### src/rtl/edac_pkg.sv
package edac_pkg;
  localparam int DW    = 32;
  localparam int CW    = 6;
  localparam int NPOS  = DW + CW + 1;

  typedef enum logic [1:0] {ST_IDLE, ST_ACC, ST_RESP} seq_st_e;

  // Hamming positions 1..NPOS-1, data at non-power-of-two slots
  function automatic logic [CW-1:0] ham_bits(input logic [DW-1:0] d);
    logic [CW-1:0] c;
    int j;
    c = '0;
    j = 0;
    for (int pos = 3; pos < NPOS; pos++) begin
      if ((pos & (pos - 1)) != 0) begin
        if (d[j]) c = c ^ pos[CW-1:0];
        j++;
      end
    end
    return c;
  endfunction

  function automatic logic [7:0] ck_encode(input logic [DW-1:0] d);
    logic [CW-1:0] c;
    c = ham_bits(d);
    return {1'b0, (^d) ^ (^c), c};
  endfunction

  function automatic logic [DW-1:0] flip_mask(input logic [CW-1:0] s);
    logic [DW-1:0] m;
    int j;
    m = '0;
    j = 0;
    for (int pos = 3; pos < NPOS; pos++) begin
      if ((pos & (pos - 1)) != 0) begin
        if (s == pos[CW-1:0]) m[j] = 1'b1;
        j++;
      end
    end
    return m;
  endfunction
endpackage

### src/rtl/edac_cfg_reg.sv
module edac_cfg_reg #(
  parameter int          BSZ_W   = 4,
  parameter logic [3:0]  RST_BSZ = 4'd15
) (
  input  logic             clk_i,
  input  logic             rst_ni,
  input  logic             we_i,
  input  logic [BSZ_W-1:0] bsz_i,
  input  logic             en_i,
  output logic [BSZ_W-1:0] bsz_o,
  output logic             en_o
);
  logic [BSZ_W-1:0] bsz_q;
  logic             en_q;

  always_ff @(posedge clk_i or negedge rst_ni) begin
    if (!rst_ni) begin
      bsz_q <= RST_BSZ[BSZ_W-1:0];
      en_q  <= 1'b1;
    end else if (we_i) begin
      bsz_q <= bsz_i;
      en_q  <= en_i;
    end
  end

  assign bsz_o = bsz_q;
  assign en_o  = en_q;

  p_cfg_hold_r11: assert property (@(posedge clk_i) disable iff (!rst_ni)
    !we_i |=> $stable(bsz_q) && $stable(en_q));
endmodule

### src/rtl/edac_bank_dec.sv
module edac_bank_dec #(
  parameter int AW         = 32,
  parameter int SPACE_W    = 29,
  parameter int BASE_SHIFT = 13,
  parameter int BSZ_W      = 4,
  parameter int NBANK      = 4
) (
  input  logic [AW-1:0]    addr_i,
  input  logic [BSZ_W-1:0] bsz_i,
  output logic [NBANK-1:0] cs_o
);
  logic [SPACE_W-1:0] rel;
  logic [SPACE_W-1:0] idx;

  assign rel = addr_i[SPACE_W-1:0];
  assign idx = rel >> (BASE_SHIFT + int'(bsz_i));

  for (genvar b = 0; b < NBANK; b++) begin : g_cs
    assign cs_o[b] = (idx == SPACE_W'(b));
  end

  always_comb begin
    p_cs_onehot_r4: assert ($onehot0(cs_o));
  end
endmodule

### src/rtl/edac_secded_chk.sv
module edac_secded_chk
  import edac_pkg::*;
(
  input  logic          en_i,
  input  logic [DW-1:0] data_i,
  input  logic [7:0]    ck_i,
  output logic [DW-1:0] data_o,
  output logic          corr_o,
  output logic          uncorr_o
);
  logic [CW-1:0] syn;
  logic          par;

  assign syn = ham_bits(data_i) ^ ck_i[CW-1:0];
  assign par = (^data_i) ^ (^ck_i[CW:0]);

  always_comb begin
    data_o   = data_i;
    corr_o   = 1'b0;
    uncorr_o = 1'b0;
    if (en_i) begin
      if (par) begin
        corr_o = 1'b1;
        data_o = data_i ^ flip_mask(syn);  // code-bit hit leaves data as is
      end else if (syn != '0) begin
        uncorr_o = 1'b1;
      end
    end
  end

  always_comb begin
    p_flag_excl_r8: assert (!(corr_o && uncorr_o));
  end
endmodule

### src/rtl/edac_byte_seq.sv
module edac_byte_seq
  import edac_pkg::*;
#(
  parameter int NBANK = 4,
  parameter int BSZ_W = 4
) (
  input  logic             clk_i,
  input  logic             rst_ni,
  input  logic             cfg_we_i,
  input  logic [BSZ_W-1:0] cfg_bank_sz_i,
  input  logic             cfg_edac_en_i,
  input  logic             req_valid_i,
  output logic             req_ready_o,
  input  logic             req_we_i,
  input  logic [31:0]      req_addr_i,
  input  logic [31:0]      req_wdata_i,
  output logic             rsp_valid_o,
  output logic [31:0]      rsp_rdata_o,
  output logic             rsp_corr_o,
  output logic             rsp_uncorr_o,
  output logic [NBANK-1:0] mem_cs_o,
  output logic [31:0]      mem_addr_o,
  output logic             mem_we_o,
  output logic [7:0]       mem_wdata_o,
  input  logic [7:0]       mem_rdata_i
);
  localparam int NBYTE = DW / 8;
  localparam int IW    = $clog2(NBYTE + 1);

  seq_st_e          st_q;
  logic [IW-1:0]    idx_q;
  logic [31:0]      addr_q;
  logic [31:0]      wdata_q;
  logic [7:0]       ck_q;
  logic             we_q;
  logic             edac_q;
  logic [NBANK-1:0] cs_q;
  logic [7:0]       rbuf_q [NBYTE];
  logic [7:0]       rck_q;

  logic [BSZ_W-1:0] bsz;
  logic             edac_en;
  logic [NBANK-1:0] cs_dec;
  logic             accept;
  logic             last_acc;
  logic [31:0]      ck_addr;
  logic [31:0]      rd_word;
  logic [31:0]      fix_word;
  logic             fix_corr;
  logic             fix_uncorr;

  edac_cfg_reg #(.BSZ_W(BSZ_W)) u_cfg (
    .clk_i (clk_i),
    .rst_ni(rst_ni),
    .we_i  (cfg_we_i),
    .bsz_i (cfg_bank_sz_i),
    .en_i  (cfg_edac_en_i),
    .bsz_o (bsz),
    .en_o  (edac_en)
  );

  edac_bank_dec #(.BSZ_W(BSZ_W), .NBANK(NBANK)) u_dec (
    .addr_i(req_addr_i),
    .bsz_i (bsz),
    .cs_o  (cs_dec)
  );

  always_comb begin
    for (int k = 0; k < NBYTE; k++) rd_word[DW-1-8*k -: 8] = rbuf_q[k];
  end

  edac_secded_chk u_chk (
    .en_i    (edac_q),
    .data_i  (rd_word),
    .ck_i    (rck_q),
    .data_o  (fix_word),
    .corr_o  (fix_corr),
    .uncorr_o(fix_uncorr)
  );

  assign req_ready_o = (st_q == ST_IDLE);
  assign accept      = req_valid_i && req_ready_o;
  assign last_acc    = edac_q ? (idx_q == IW'(NBYTE)) : (idx_q == IW'(NBYTE - 1));
  assign ck_addr     = {addr_q[31:28], 2'b11, ~addr_q[27:2]};

  always_ff @(posedge clk_i or negedge rst_ni) begin
    if (!rst_ni) begin
      st_q    <= ST_IDLE;
      idx_q   <= '0;
      addr_q  <= '0;
      wdata_q <= '0;
      ck_q    <= '0;
      we_q    <= 1'b0;
      edac_q  <= 1'b0;
      cs_q    <= '0;
      rck_q   <= '0;
      for (int k = 0; k < NBYTE; k++) rbuf_q[k] <= '0;
    end else begin
      unique case (st_q)
        ST_IDLE: if (accept) begin
          st_q    <= ST_ACC;
          idx_q   <= '0;
          addr_q  <= {req_addr_i[31:2], 2'b00};
          wdata_q <= req_wdata_i;
          ck_q    <= ck_encode(req_wdata_i);
          we_q    <= req_we_i;
          edac_q  <= edac_en;
          cs_q    <= cs_dec;  // decoded once, held for check byte too
        end
        ST_ACC: begin
          if (idx_q < IW'(NBYTE)) rbuf_q[idx_q[IW-2:0]] <= mem_rdata_i;
          else                    rck_q <= mem_rdata_i;
          if (last_acc) st_q <= ST_RESP;
          else          idx_q <= idx_q + 1'b1;
        end
        ST_RESP: st_q <= ST_IDLE;
        default: st_q <= ST_IDLE;
      endcase
    end
  end

  always_comb begin
    mem_cs_o    = '0;
    mem_addr_o  = '0;
    mem_we_o    = 1'b0;
    mem_wdata_o = '0;
    if (st_q == ST_ACC) begin
      mem_cs_o = cs_q;
      mem_we_o = we_q && (cs_q != '0);
      if (idx_q < IW'(NBYTE)) begin
        mem_addr_o  = addr_q + 32'(idx_q);
        mem_wdata_o = wdata_q[DW-1-8*int'(idx_q) -: 8];
      end else begin
        mem_addr_o  = ck_addr;
        mem_wdata_o = ck_q;
      end
    end
  end

  assign rsp_valid_o  = (st_q == ST_RESP);
  assign rsp_rdata_o  = (rsp_valid_o && !we_q) ? fix_word : '0;
  assign rsp_corr_o   = rsp_valid_o && !we_q && fix_corr;
  assign rsp_uncorr_o = rsp_valid_o && !we_q && fix_uncorr;

  p_cs_hold_r5: assert property (@(posedge clk_i) disable iff (!rst_ni)
    (st_q == ST_ACC && idx_q != '0) |-> $stable(mem_cs_o));
  p_ck_addr_r3: assert property (@(posedge clk_i) disable iff (!rst_ni)
    (st_q == ST_ACC && idx_q == IW'(NBYTE)) |->
      (mem_addr_o[27:26] == 2'b11) && (mem_addr_o[31:28] == $past(mem_addr_o[31:28])));
  p_ck_msb_r6: assert property (@(posedge clk_i) disable iff (!rst_ni)
    (mem_we_o && idx_q == IW'(NBYTE)) |-> !mem_wdata_o[7]);
  p_rsp_pulse_r10: assert property (@(posedge clk_i) disable iff (!rst_ni)
    rsp_valid_o |=> !rsp_valid_o && req_ready_o);
  p_busy_no_cs_r10: assert property (@(posedge clk_i) disable iff (!rst_ni)
    req_ready_o |-> mem_cs_o == '0);
  p_noedac_four_r9: assert property (@(posedge clk_i) disable iff (!rst_ni)
    (st_q == ST_ACC && !edac_q) |-> idx_q < IW'(NBYTE));
endmodule

### config.mk
export PLATFORM = sky130hd
export DESIGN_NAME = edac_byte_seq
export DESIGN_NICKNAME = d
export VERILOG_FILES = /design/src/rtl/edac_pkg.sv /design/src/rtl/edac_cfg_reg.sv /design/src/rtl/edac_bank_dec.sv /design/src/rtl/edac_secded_chk.sv /design/src/rtl/edac_byte_seq.sv
export SDC_FILE = /design/constraint.sdc
export NUM_CORES = 1
export LEC_CHECK = 0
export ABC_AREA = 1
export BUFFER_PORTS_ARGS = -buffer_cell sky130_fd_sc_hd__buf_2
export CAP_MARGIN = 20
export CORE_ASPECT_RATIO = 1.2
export CORE_MARGIN = 2
export CORE_UTILIZATION = 50
export DETAILED_ROUTE_END_ITERATION = 10
export PLACE_DENSITY = 0.69
export SLEW_MARGIN = 20
export SYNTH_ARGS = -nofsm -noshare
export SYNTH_HDL_FRONTEND = slang
export SYNTH_SLANG_ARGS = --single-unit
### constraint.sdc
create_clock -name clk_i -period 6.5 [get_ports clk_i]
set_clock_uncertainty 0.2 [all_clocks]
set_input_delay 0.975 -clock clk_i [delete_from_list [all_inputs] [get_ports clk_i]]
set_output_delay 0.975 -clock clk_i [all_outputs]
set_load 0.02 [all_outputs]
======== Word level (Yosys, flattened, before mapping) ========
Cells that the tools add are included.
Widths: inputs -> output; s select.
cells by class
  $add $sub $neg .......................... 64
  $lt $le $gt $ge ......................... 96
  equality and inequality tests ........... 42
  shift operators ......................... 2
  muxes and demuxes ....................... 527
  bitwise gates (word level) .............. 100
  reduce and logical (&&, ||, !) cells .... 52
operator list
  kind                   number
  $mux 32                222
  $lt 32x7->1 const B    62
  $add 32x2->32 const B  60
  $ge 32x1->1 const B    31
  $or 32x32->32          30
  $mux 6                 76
  $bmux 1 s5             31
  $demux 1 s5            31
  $mux 5                 30
  $mux 1                 103
  $eq 6x5->1 const B     15
  $not 3->3              26
  $reduce_xor 32->1      2
  $mux 4                 15
  $eq 29x2->1 const B    2
  $not 2->2              24
  $eq 6x4->1 const B     7
  $not 4->4              10
  $shiftx 39x7->8        1
  $logic_and 1x1->1      37
  $eq 6x6->1 const B     6
  $add 32x3->32          1
  $bwmux 32              1
  $or 1x32->32           1
  39 further kinds       59
storage, ports and cells
  register bits ........................... 124
  output and inout port bits .............. 81

======== Logic depth before layout (Yosys ltp) ========
Gate-level depths: netlist of run 1.
  word-level depth ........................ 196
  gate-level depth with buffers ........... 21
  depth with buffers taken out ............ 21

======== By module ========
From an unflattened synthesis of run 1, not the netlist that was laid out.
unflattened totals
  cells, all modules ...................... 1730
  area, all modules ....................... 10455.0 sq um
by module, submodules not included
  module           times used  cells an instance  area each (sq um)  seq. area each (sq um)
  edac_byte_seq    1           1104               7382.1             3002.9
  edac_secded_chk  1           464                2290.9             0.0
  edac_bank_dec    1           141                590.6              0.0
  edac_cfg_reg     1           21                 191.4              131.4

======== Worst setup path before layout of run 1 ========
Ideal clock, no wire load.
  kind .................................... register -> output
  from .................................... register rbuf_q[21] in the netlist's numbering
  to ...................................... output rsp_uncorr_o
  arrival ................................. 2.171 ns
  setup slack ............................. 3.154 ns
  stages on the path, launching flop included .. 13
  path buffers ............................ 1
  path through ............................ dfrtp_1 -> buf_4 -> xnor2_1 -> nand2_1 -> nand2_1 -> inv_1 -> nand2_1 -> nand2_1 -> nand2_1 -> nand2_1 -> nand3_1 -> nand2_2 -> nor4_1
between the ends
  cells in the longest elaborated chain, start to end .. 22
  elaborated cells on any way between the ends .. 28
RTL lines
  element                                        RTL line               text
  start: declaration                             edac_byte_seq.sv:38    logic [7:0] rbuf_q [NBYTE];
  start signal: indexed assignment               edac_byte_seq.sv:111   if (idx_q < IW'(NBYTE)) rbuf_q[idx_q[IW-2:0]] <= mem_rdata_i;
  $mux 5 (2 in series)                           edac_pkg.sv:16         if (d[j]) c = c ^ pos[CW-1:0];
  $not 4->4 (no line) or $mux 5 (tied branches)  --
  $mux 5 or $not 4->4 (tied branches)            --
  $mux 5                                         edac_pkg.sv:16
  $not 5->5 (no line)                            --
  $mux 5                                         edac_pkg.sv:16
  $not 2->2 (no line) or $mux 6 (tied branches)  --
  $mux 6 or $not 2->2 (tied branches)            --
  [5 not listed]                                 --
  $mux 6 or $not 3->3 (tied branches)            --
  $mux 6                                         edac_pkg.sv:16
  $xor 6x6->6                                    edac_secded_chk.sv:14  assign syn = ham_bits(data_i) ^ ck_i[CW-1:0];
  $reduce_bool 6->1                              edac_secded_chk.sv:25  end else if (syn != '0) begin
  $mux 1                                         edac_secded_chk.sv:25
  $mux 1 (*)                                     edac_secded_chk.sv:22  if (par) begin
  $mux 1 (*)                                     edac_secded_chk.sv:21  if (en_i) begin
  $logic_and 1x1->1 (*)                          edac_byte_seq.sv:143   assign rsp_uncorr_o = rsp_valid_o && !we_q && fix_uncorr;
  end: declaration                               edac_byte_seq.sv:20    output logic rsp_uncorr_o,
Mark *: on every way between the ends. The rest lies on a longest branch, timed or not.

======== Final worst setup path of run 1 ========
  from .................................... register rbuf_q[3] in the netlist's numbering
  to ...................................... output rsp_rdata_o[26]
between the ends
  cells in the longest elaborated chain, start to end .. 173
  elaborated cells on any way between the ends .. 217
RTL lines
  element                                           RTL line               text
  $mux 3                                            edac_pkg.sv:16
  $not 2->2 (no line) or $mux 4 (tied branches)     --
  $mux 4 or $not 2->2 (tied branches)               --
  $mux 4                                            edac_pkg.sv:16
  $not 3->3 (no line) or $not 2->2 (tied branches)  --
  $mux 4                                            edac_pkg.sv:16
  $mux 4 or $not 3->3 (tied branches)               --
  $not 3->3 (no line) or $mux 4 (tied branches)     --
  [157 not listed]                                  --
  $or 32x32->32 (no line)                           --
  $mux 32                                           edac_pkg.sv:36         if (s == pos[CW-1:0]) m[j] = 1'b1;
  $mux 32                                           edac_secded_chk.sv:22
  $mux 32                                           edac_secded_chk.sv:21
  $xor 32x32->32                                    edac_secded_chk.sv:24  data_o = data_i ^ flip_mask(syn);
  $mux 32 (*)                                       edac_secded_chk.sv:22
  $mux 32 (*)                                       edac_secded_chk.sv:21
  $mux 32 (*)                                       edac_byte_seq.sv:141   assign rsp_rdata_o = (rsp_valid_o && !we_q) ? fix_word : '0;
  end: declaration                                  edac_byte_seq.sv:18    output logic [31:0] rsp_rdata_o,
Mark *: on every way between the ends. The rest lies on a longest branch, timed or not. The select of a mux whose other input is x is not followed.

==> summary.md, run 1 <==
| Metric | Value |
|---|---|
| R2r worst-path depth | 10 |
| Effective utilization at floorplan | 51.24% |
| Grt total ovfl | 0 |
| Most common cell after layout, fill and taps aside | nand2_1 |
| Critical path launch point | rbuf_q[3] |
| Commonest cells after routing, fill and taps aside | nand2_1 (673), inv_1 (178), buf_2 (159), o21ai_0 (157), nor2_1 (145) |
| Post-CTS Setup Bufs | 0 |
| Clk root buf | clkbuf_16 |
| Async S/R FF share, synth | 100.0% |
| Critical setup path kind | reg2out |
| Die Y | 159.6 um |
| CP startpoint kind | flip-flop |
| Row count | 56 |
| Yosys reg bits | 124 |
| CTS sink count | 124 |
| Arrival time of the worst setup path | 3.16 ns |
| Drt total wl | 29670 um |
| Core Region | 0.01969 sq mm |
| Cts hold-fix bufs | 0 |
| Final Util | 59.21% |
| Slew HR | 34.70% |
| Crit. End Element | primary output |
| Area grow syn2layout | 15.55% |
| Layout fillers | approximately 2000 |
| Final worst-path cycle share | 66.73% |
| Largest net degree at the start of global routing | 79 |
| Per-cell routed wire length | 14.47 um |
| Post-Syn Area | 0.01009 sq mm |
| Post-synth top area share | 29.52% |
| Ys Warns | 0 |
| Final worst path period need | 4.337 ns |
| Port Buf Inserts | between 150 and 200 |
| DR top layer | met4 |
| GPL Wtd Cong | 0.9354 |
| Die area | around 0.021 sq mm |
| CTS tree | yes |
| Vias in the first global route | 9734 |
| Hold EP | wdata_q[15] |
| Final Hold Viols | 0 |
| Total GRT Usage | 27.82% |
| Hold path depth | 2 |
| Reg2reg end | idx_q[1] |
| Nets | 1863 |
| Setup violators final | 0 |
| CTS max path bufs | 2 |
| DR iter-0 viols | 607 |
| Via Count | approximately 11000 |
| Total of max-cap violations | 0 |
| Syn Inst Count | about 1700 |
| Cell taking the most area after synthesis | dfrtp_1 |
| Detailed Routing Iterations Pass 1 | 6 |
| F_max | 230.6 MHz |
| Die W | around 130 um |
| Drt via density | 5.190 |
| Worst-path clk slew | 0.07 ns |
| Routed wl met3 | ~1200 um |
| CP required | about 5.3 ns |
| Worst-path maximum fanout | 9 |
| Slew Viols, Final | 0 |
| PostCTS Resize Cnt | 0 |
| Post-synth EDFFs | 0 |
| Unrepaired setup endpoints after global routing | false |
| FF-to-FF Start | edac_q |
| Main synth FF type | dfrtp_1 |
| R2R Setup Slk | 3.30 ns |
| Number of remaining DRC errors | 0 |
| Met2 wire length | approximately 15000 um |
| Post-Route M1 WL | ~12000 um |
| Status | finished clean |
| First-pass GRT wire length | between 40000 and 50000 um |
| Syn_nets | 1742 |
| CTS Buf Count | 17 |
| Share of cells above drive strength 1 | between 10% and 20% |
| Synth cell types | 44 |
| Total negative setup slack | 0 ns |
| Slew @ Worst Pin | 0.9784 ns |
| Detail Route Antenna Nets | 0 |
| Worst skew pair latency | 0.41 ns |
| Hpwl dp | ~23000 um |
| Top cells by area, synth | dfrtp_1 (30%), nand2_1 (25%), o21ai_0 (7.8%) |
| Sequential share of the synthesized area | 30.82% |
| Number of antenna violations at the first check in global routing | 0 |
| H-Tree Depth | 4 |
| Hold_sp | wdata_q[15] |
| Io pins | 163 |
| Worst hold-check path type | reg2reg |
| Syn_area_per_cell | 6.096 sq um |
-- metal layers --
metal	vias to the layer above	track usage [%]
li1	5479	-
met1	4795	32.04
met2	287	49.60
met3	83	3.598
met4	0	15.33
met5	-	0
-- critical path, stage by stage, from the launching register on --
cell     delay (ns)
dfrtp_1        0.46
inv_1          0.13
nand2_1        0.06
nand2_1        0.13
nand2_1        0.07
nand2_1        0.29
inv_1          0.12
nand2_1        0.10
nand2_1        0.05
nand2_1        0.05
nand3_1        0.12
nand2_1        0.11
nand2_1        0.06
nand2_2        0.22
nand4_2        0.23
nor2_1         0.16
nor2_1         0.05
nor2_1         0.13
buf_2          0.18
-- through the flow --
stage	hold WS, ns	instance area (sq um)	cells	setup WS [ns]
6_report	0.2752	11660	2051	2.163
5_1_grt	0.2946	11650	2050	1.850
4_1_cts	0.2743	11620	2049	2.155
3_5_place_dp	0.2601	10980	2017	2.615
3_3_place_gp	0.2564	10980	2017	2.659
2_1_floorplan	0.2422	10090	1655	3.154
-- synth_stat cells, types with 2 or more instances --
cell type	number
mux2i_1	3
o21ai_1	2
ha_1	5
o21ai_0	157
nand2_1	673
xor2_1	27
nor2_2	6
o31ai_1	6
a31oi_1	4
nor2_1	147
buf_1	4
nand2_2	12
o32ai_1	3
a21oi_1	12
xor2_2	2
nand3b_1	4
o22ai_1	11
a221oi_1	16
dfrtp_1	119
buf_4	6
inv_1	179
nor4_1	4
clkinv_1	2
nand3_1	92
buf_2	16
xnor2_1	31
dfstp_2	5
nand3_2	7
nand2_4	3
nor2_4	5
clkbuf_1	38
nand4_1	29
inv_2	7
nor3_1	8
-- kinds of logic after synthesis --
logic type | Yosys count | synth area share [%]
compound gates | 213 | 11.76
mux | 4 | 0.4093
flops | 124 | 30.82
xor+xnor | 60 | 5.358
simple gates | 996 | 41.13
buf+inv | 253 | 9.909
fa+ha+maj | 5 | 0.6201
-- how the worst max path moves through the flow --
stage                       to  slack, ns  cells past startpoint
3_3_place_gp    rsp_rdata_o[7]       2.66                     18
3_5_place_dp    rsp_rdata_o[7]       2.61                     18
4_1_cts         rsp_rdata_o[7]       2.15                     18
6_report       rsp_rdata_o[26]       2.16                     18
2_1_floorplan     rsp_uncorr_o       3.15                     12
5_1_grt         rsp_rdata_o[7]       1.85                     18
-- registers in the layout, summed over array words and instances (netlist names) --
register and count:
cs_q 4, u_cfg.en_o 1, rbuf_q 32, u_cfg.bsz_o 4, we_q 1, ck_q 7
addr_q 30, wdata_q 32, idx_q 3, rck_q 7, st_q 2, edac_q 1
-- area by class of cell --
cell class | instances | area [sq um] | share of cell area, %
inverter | 188 | 705.7 | 6.053
multi-input combinational | 1278 | 5989 | 51.38
timing repair buffer | 167 | 875.8 | 7.513
sequential | 124 | 3109 | 26.67
tap | 261 | 326.6 | 2.801
antenna | 1 | 2.502 | 0.02147
clock inverter | 14 | 219.0 | 1.878
clock buffer | 18 | 429.2 | 3.681
Power of run 1 is not shown: default switching activity piles up to over one toggle a cycle in this logic, so the estimate is an artifact.
==> run 2, diff against run 1 <==
==> constraint.sdc (replaced) <==
create_clock -name clk_i -period 4.5 [get_ports clk_i]
set_clock_uncertainty 0.2 [all_clocks]
set_input_delay 0.675 -clock clk_i [delete_from_list [all_inputs] [get_ports clk_i]]
set_output_delay 0.675 -clock clk_i [all_outputs]
set_load 0.02 [all_outputs]
==> summary.md, run 2 (synthesis results as in run 1) <==
| Metric | Value |
|---|---|
| Max stage delay cell, worst path | dfrtp_1 |
| CTS max path bufs | 2 |
| Total GRT Usage | 27.86% |
| Cts hold-fix bufs | 0 |
| GPL Wtd Cong | 0.9628 |
| Drt via density | 5.217 |
| Crit. End Element | primary output |
| Slew Viols, Final | 0 |
| Drt total wl | 29620 um |
| Largest net degree at the start of global routing | 66 |
| Die W | roughly 130 um |
| DR iter-0 viols | just over 600 |
| Worst-path clk slew | roughly 0.060 ns |
| Final Hold Viols | 0 |
| Detailed Routing Iterations Pass 1 | 5 |
| CP required | ~3.6 ns |
| Number of remaining DRC errors | 0 |
| Clk root buf | clkbuf_16 |
| Crit path top cell by count | nand2_1 |
| Io pins | 163 |
| Row count | 56 |
| Grt total ovfl | 0 |
| # diodes | 0 |
| CP startpoint kind | flip-flop |
| Layout fillers | 1987 |
| Worst hold-check path type | in2async |
| Slew HR | 33.79% |
| Hpwl dp | between 20000 and 25000 um |
| Status | finished clean |
| Commonest cells after routing, fill and taps aside | nand2_1 (673), inv_1 (178), buf_2 (159), o21ai_0 (157), nor2_1 (146) |
| CTS tree | yes |
| Final worst path period need | 4.065 ns |
| Total negative setup slack | 0 ns |
| Detail Route Antenna Nets | 0 |
| H-Tree Depth | 4 |
| Via Count | 10700 |
| Die area | 0.02133 sq mm |
| Number of antenna violations at the first check in global routing | 0 |
| Share of cells above drive strength 1 | 14.25% |
| Critical setup path kind | reg2out |
| Setup violators final | 0 |
| Arrival time of the worst setup path | 3.19 ns |
| Per-cell routed wire length | 14.44 um |
| Unrepaired setup endpoints after global routing | false |
| F_max | roughly 250 MHz |
| CTS Buf Count | 17 |
| Area grow syn2layout | 14.87% |
| Slew @ Worst Pin | between 0.9 and 1 ns |
| Total of max-cap violations | 0 |
| Nets | about 1900 |
| Worst-path maximum fanout | 9 |
| Core Region | 0.01969 sq mm |
| CP max stage delay | 0.51 ns |
| Most common cell after layout, fill and taps aside | nand2_1 |
| CTS sink count | 124 |
| Top Registers | rbuf_q: 32 flops, wdata_q: 32 flops, addr_q: 30 flops |
| Vias in the first global route | 9726 |
| First-pass GRT wire length | between 40000 and 50000 um |
| Die Y | 159.6 um |
| Post-CTS Setup Bufs | 0 |
| Final worst-path cycle share | 90.32% |
| Port Buf Inserts | between 150 and 200 |
| PostCTS Resize Cnt | 0 |
| Worst skew pair latency | 0.41 ns |
| Effective utilization at floorplan | 51.24% |
| Critical-path cell list | inv_1 > nand2_1 > nand2_1 > nand2_1 > nand2_1 > inv_1 > nor2_1 > nor2_1 > nand2_1 > nand3_1 > nand2_1 > nand2_1 > nand2_2 > nand4_2 > nor2_1 > nor2_1 > nor2_1 > buf_2 |
## run 2: layer usage
layer  vias to the layer above  GRT usage (%)  wire (um)
met1                      4828          32.61      11960
met3                        72          3.820       1342
met5                         -              0          0
li1                       5469              -          -
met2                       331          49.32      14810
met4                         0          14.51       1513
## run 2: cell type report
type,instances,area [sq um],area share (%)
clock inverter,14,145.1,1.252
sequential,124,3109,26.83
inverter,188,705.7,6.089
tap,261,326.6,2.818
multi-input combinational,1278,5987,51.66
timing repair buffer,168,875.8,7.558
clock buffer,18,439.2,3.790
## run 2: final timing paths
kind,slack [ns],cells past startpoint,endpoint,from
max in group asynchronous,3.15,2,u_cfg.en_o,rst_ni
min reg2reg,0.27,2,wdata_q[15],wdata_q[15]
min in group clk_i,0.26,3,addr_q[10],req_addr_i[10]
min,0.14,1,addr_q[15],rst_ni
max reg2reg,1.49,9,addr_q[21],edac_q
max,0.44,18,rsp_rdata_o[27],rbuf_q[10]
## run 2: through the flow
| stage | std cells | setup WS, ns | instance area [sq um] | hold slack [ns] | util [%] |
|---|---|---|---|---|---|
| 2_1_floorplan | 1655 | 1.454 | 10090 | 0.1794 | - |
| 3_3_place_gp | 2019 | 0.9487 | 11000 | 0.2541 | 55.89 |
| 3_5_place_dp | 2019 | 0.9088 | 11000 | 0.2634 | 55.89 |
| 4_1_cts | 2051 | 0.4541 | 11590 | 0.1656 | 58.86 |
| 5_1_grt | 2051 | 0.1079 | 11590 | 0.1954 | 58.86 |
| 6_report | 2051 | 0.4354 | 11590 | 0.1386 | 58.86 |
## run 2: worst max-delay path, delay by kind of cell, from the launching register on
| family | cells | cell delay, ns |
|---|---|---|
| AND/OR/NAND/NOR | 15 | 1.77 |
| flip-flops | 1 | 0.51 |
| buffers and inverters | 3 | 0.48 |
Power of run 2 is left out for the same reason.
==> run 3, diff against run 2 <==
--- a/config.mk
+++ b/config.mk
@@ -12,7 +12,7 @@
 export CORE_MARGIN = 2
 export CORE_UTILIZATION = 50
 export DETAILED_ROUTE_END_ITERATION = 10
-export PLACE_DENSITY = 0.69
+export PLACE_DENSITY = 0.79
 export SLEW_MARGIN = 20
 export SYNTH_ARGS = -nofsm -noshare
 export SYNTH_HDL_FRONTEND = slang
==> summary.md, run 3 (synthesis results as in run 1) <==
| Metric | Value |
|---|---|
| Unrepaired setup endpoints after global routing | false |
| Worst hold-check path type | in2async |
| Most common cell after layout, fill and taps aside | nand2_1 |
| Vias in the first global route | 9958 |
| CP required | 3.62 ns |
| Commonest cells after routing, fill and taps aside | nand2_1 (673), inv_1 (178), buf_2 (159), o21ai_0 (157), nor2_1 (146) |
| CTS max path bufs | 2 |
| Die W | between 100 and 150 um |
| Worst skew pair latency | 0.40 ns |
| Slew HR | 37.33% |
| Crit path top cell by count | nand2_1 |
| CTS tree | yes |
| CP startpoint kind | flip-flop |
| Number of antenna violations at the first check in global routing | 1 |
| Largest net degree at the start of global routing | 89 |
| Hpwl dp | roughly 22000 um |
| Die area | 0.02133 sq mm |
| PostCTS Resize Cnt | 0 |
| Final worst-path cycle share | 88.16% |
| Drt via density | between 5 and 6 |
| Effective utilization at floorplan | roughly half |
| Total negative setup slack | 0 ns |
| Status | finished clean |
| Nets | between 1500 and 2000 |
| Detailed Routing Iterations Pass 1 | 6 |
| Per-cell routed wire length | 14.03 um |
| CTS sink count | 124 |
| Core Region | 0.01969 sq mm |
| Cts hold-fix bufs | 0 |
| FF-to-FF Start | idx_q[1] |
| Top Registers | rbuf_q: 32 flops, wdata_q: 32 flops, addr_q: 30 flops |
| Setup violators final | 0 |
| CP max stage delay | 0.57 ns |
| Grt total ovfl | 0 |
| Worst-path maximum fanout | 9 |
| Share of cells above drive strength 1 | roughly 14% |
| Worst-path clk slew | 0.05 ns |
| Post-CTS Setup Bufs | 0 |
| DR iter-0 viols | 832 |
| Total of max-cap violations | 0 |
| Detail Route Antenna Nets | 0 |
| Critical-path cell list | inv_1 > nand2_1 > nand2_1 > nand2_1 > nand2_1 > inv_1 > nand2_1 > nand2_1 > nand2_1 > nand3_1 > nand2_1 > nand2_1 > nand3_2 > nor2_2 > nand4_1 > nand2_1 > nor2_1 > buf_2 |
| Port Buf Inserts | between 150 and 200 |
| Arrival time of the worst setup path | 3.09 ns |
| Clk root buf | clkbuf_16 |
| Final Hold Viols | 0 |
| F_max | 252.1 MHz |
| Max stage delay cell, worst path | dfrtp_1 |
| Slew Viols, Final | 0 |
| Io pins | about 160 |
| Via Count | 10910 |
| Total GRT Usage | 27.12% |
| Crit. End Element | primary output |
| Final worst path period need | 3.967 ns |
| Row count | 56 |
| Die Y | 159.6 um |
| GPL Wtd Cong | 0.9373 |
| Critical setup path kind | reg2out |
| H-Tree Depth | 4 |
| Slew @ Worst Pin | roughly 0.94 ns |
| Number of remaining DRC errors | 0 |
| CTS Buf Count | 17 |
| Drt total wl | 28810 um |
| First-pass GRT wire length | 47110 um |
| Area grow syn2layout | 15.38% |
| Critical path launch point | rbuf_q[10] |
-- run 3: stage by stage --
stage	instance area (sq um)	std cells	util, %	hold slack, ns	setup slack, ns
after global routing	11640	2053	59.12	0.1624	0.1645
after global placement	11010	2021	55.90	0.2553	1.059
after detailed placement	11010	2021	55.90	0.2588	0.9948
final	11640	2053	59.12	0.1001	0.5328
after floorplan	10090	1655	-	0.1794	1.454
after CTS	11630	2052	59.09	0.2650	0.5263
-- run 3: per-layer routing --
layer  wire (um)  up-vias  GRT usage, %
li1            -     5481             -
met1       11830     4954         32.31
met2       14100      385         46.93
met3        1407       86         3.852
met4        1475        0         14.85
met5           0        -             0
-- run 3: critical path, delay by kind of cell, from the launching register on --
kind	cells	cell delay [ns]
simple gates	15	1.66
flops	1	0.57
buf+inv	3	0.46
-- run 3: path summary, 6_finish.rpt --
path,cells after the start,end,slack (ns)
max in group asynchronous,2,wdata_q[14],3.12
min reg2reg,2,wdata_q[18],0.28
min in group clk_i,3,addr_q[11],0.27
max reg2reg,9,addr_q[22],1.42
min,1,addr_q[15],0.10
max,18,rsp_rdata_o[27],0.53
-- run 3: cell type report --
class / instances / area (sq um)
Fill cell: 1885 / 8049
Inverter: 188 / 705.7
Clock buffer: 24 / 491.7
Sequential cell: 124 / 3109
Multi-Input combinational cell: 1278 / 5987
Antenna cell: 1 / 2.502
Clock inverter: 7 / 135.1
Timing Repair Buffer: 170 / 882.1
Tap cell: 261 / 326.6
Power of run 3 is left out for the same reason.
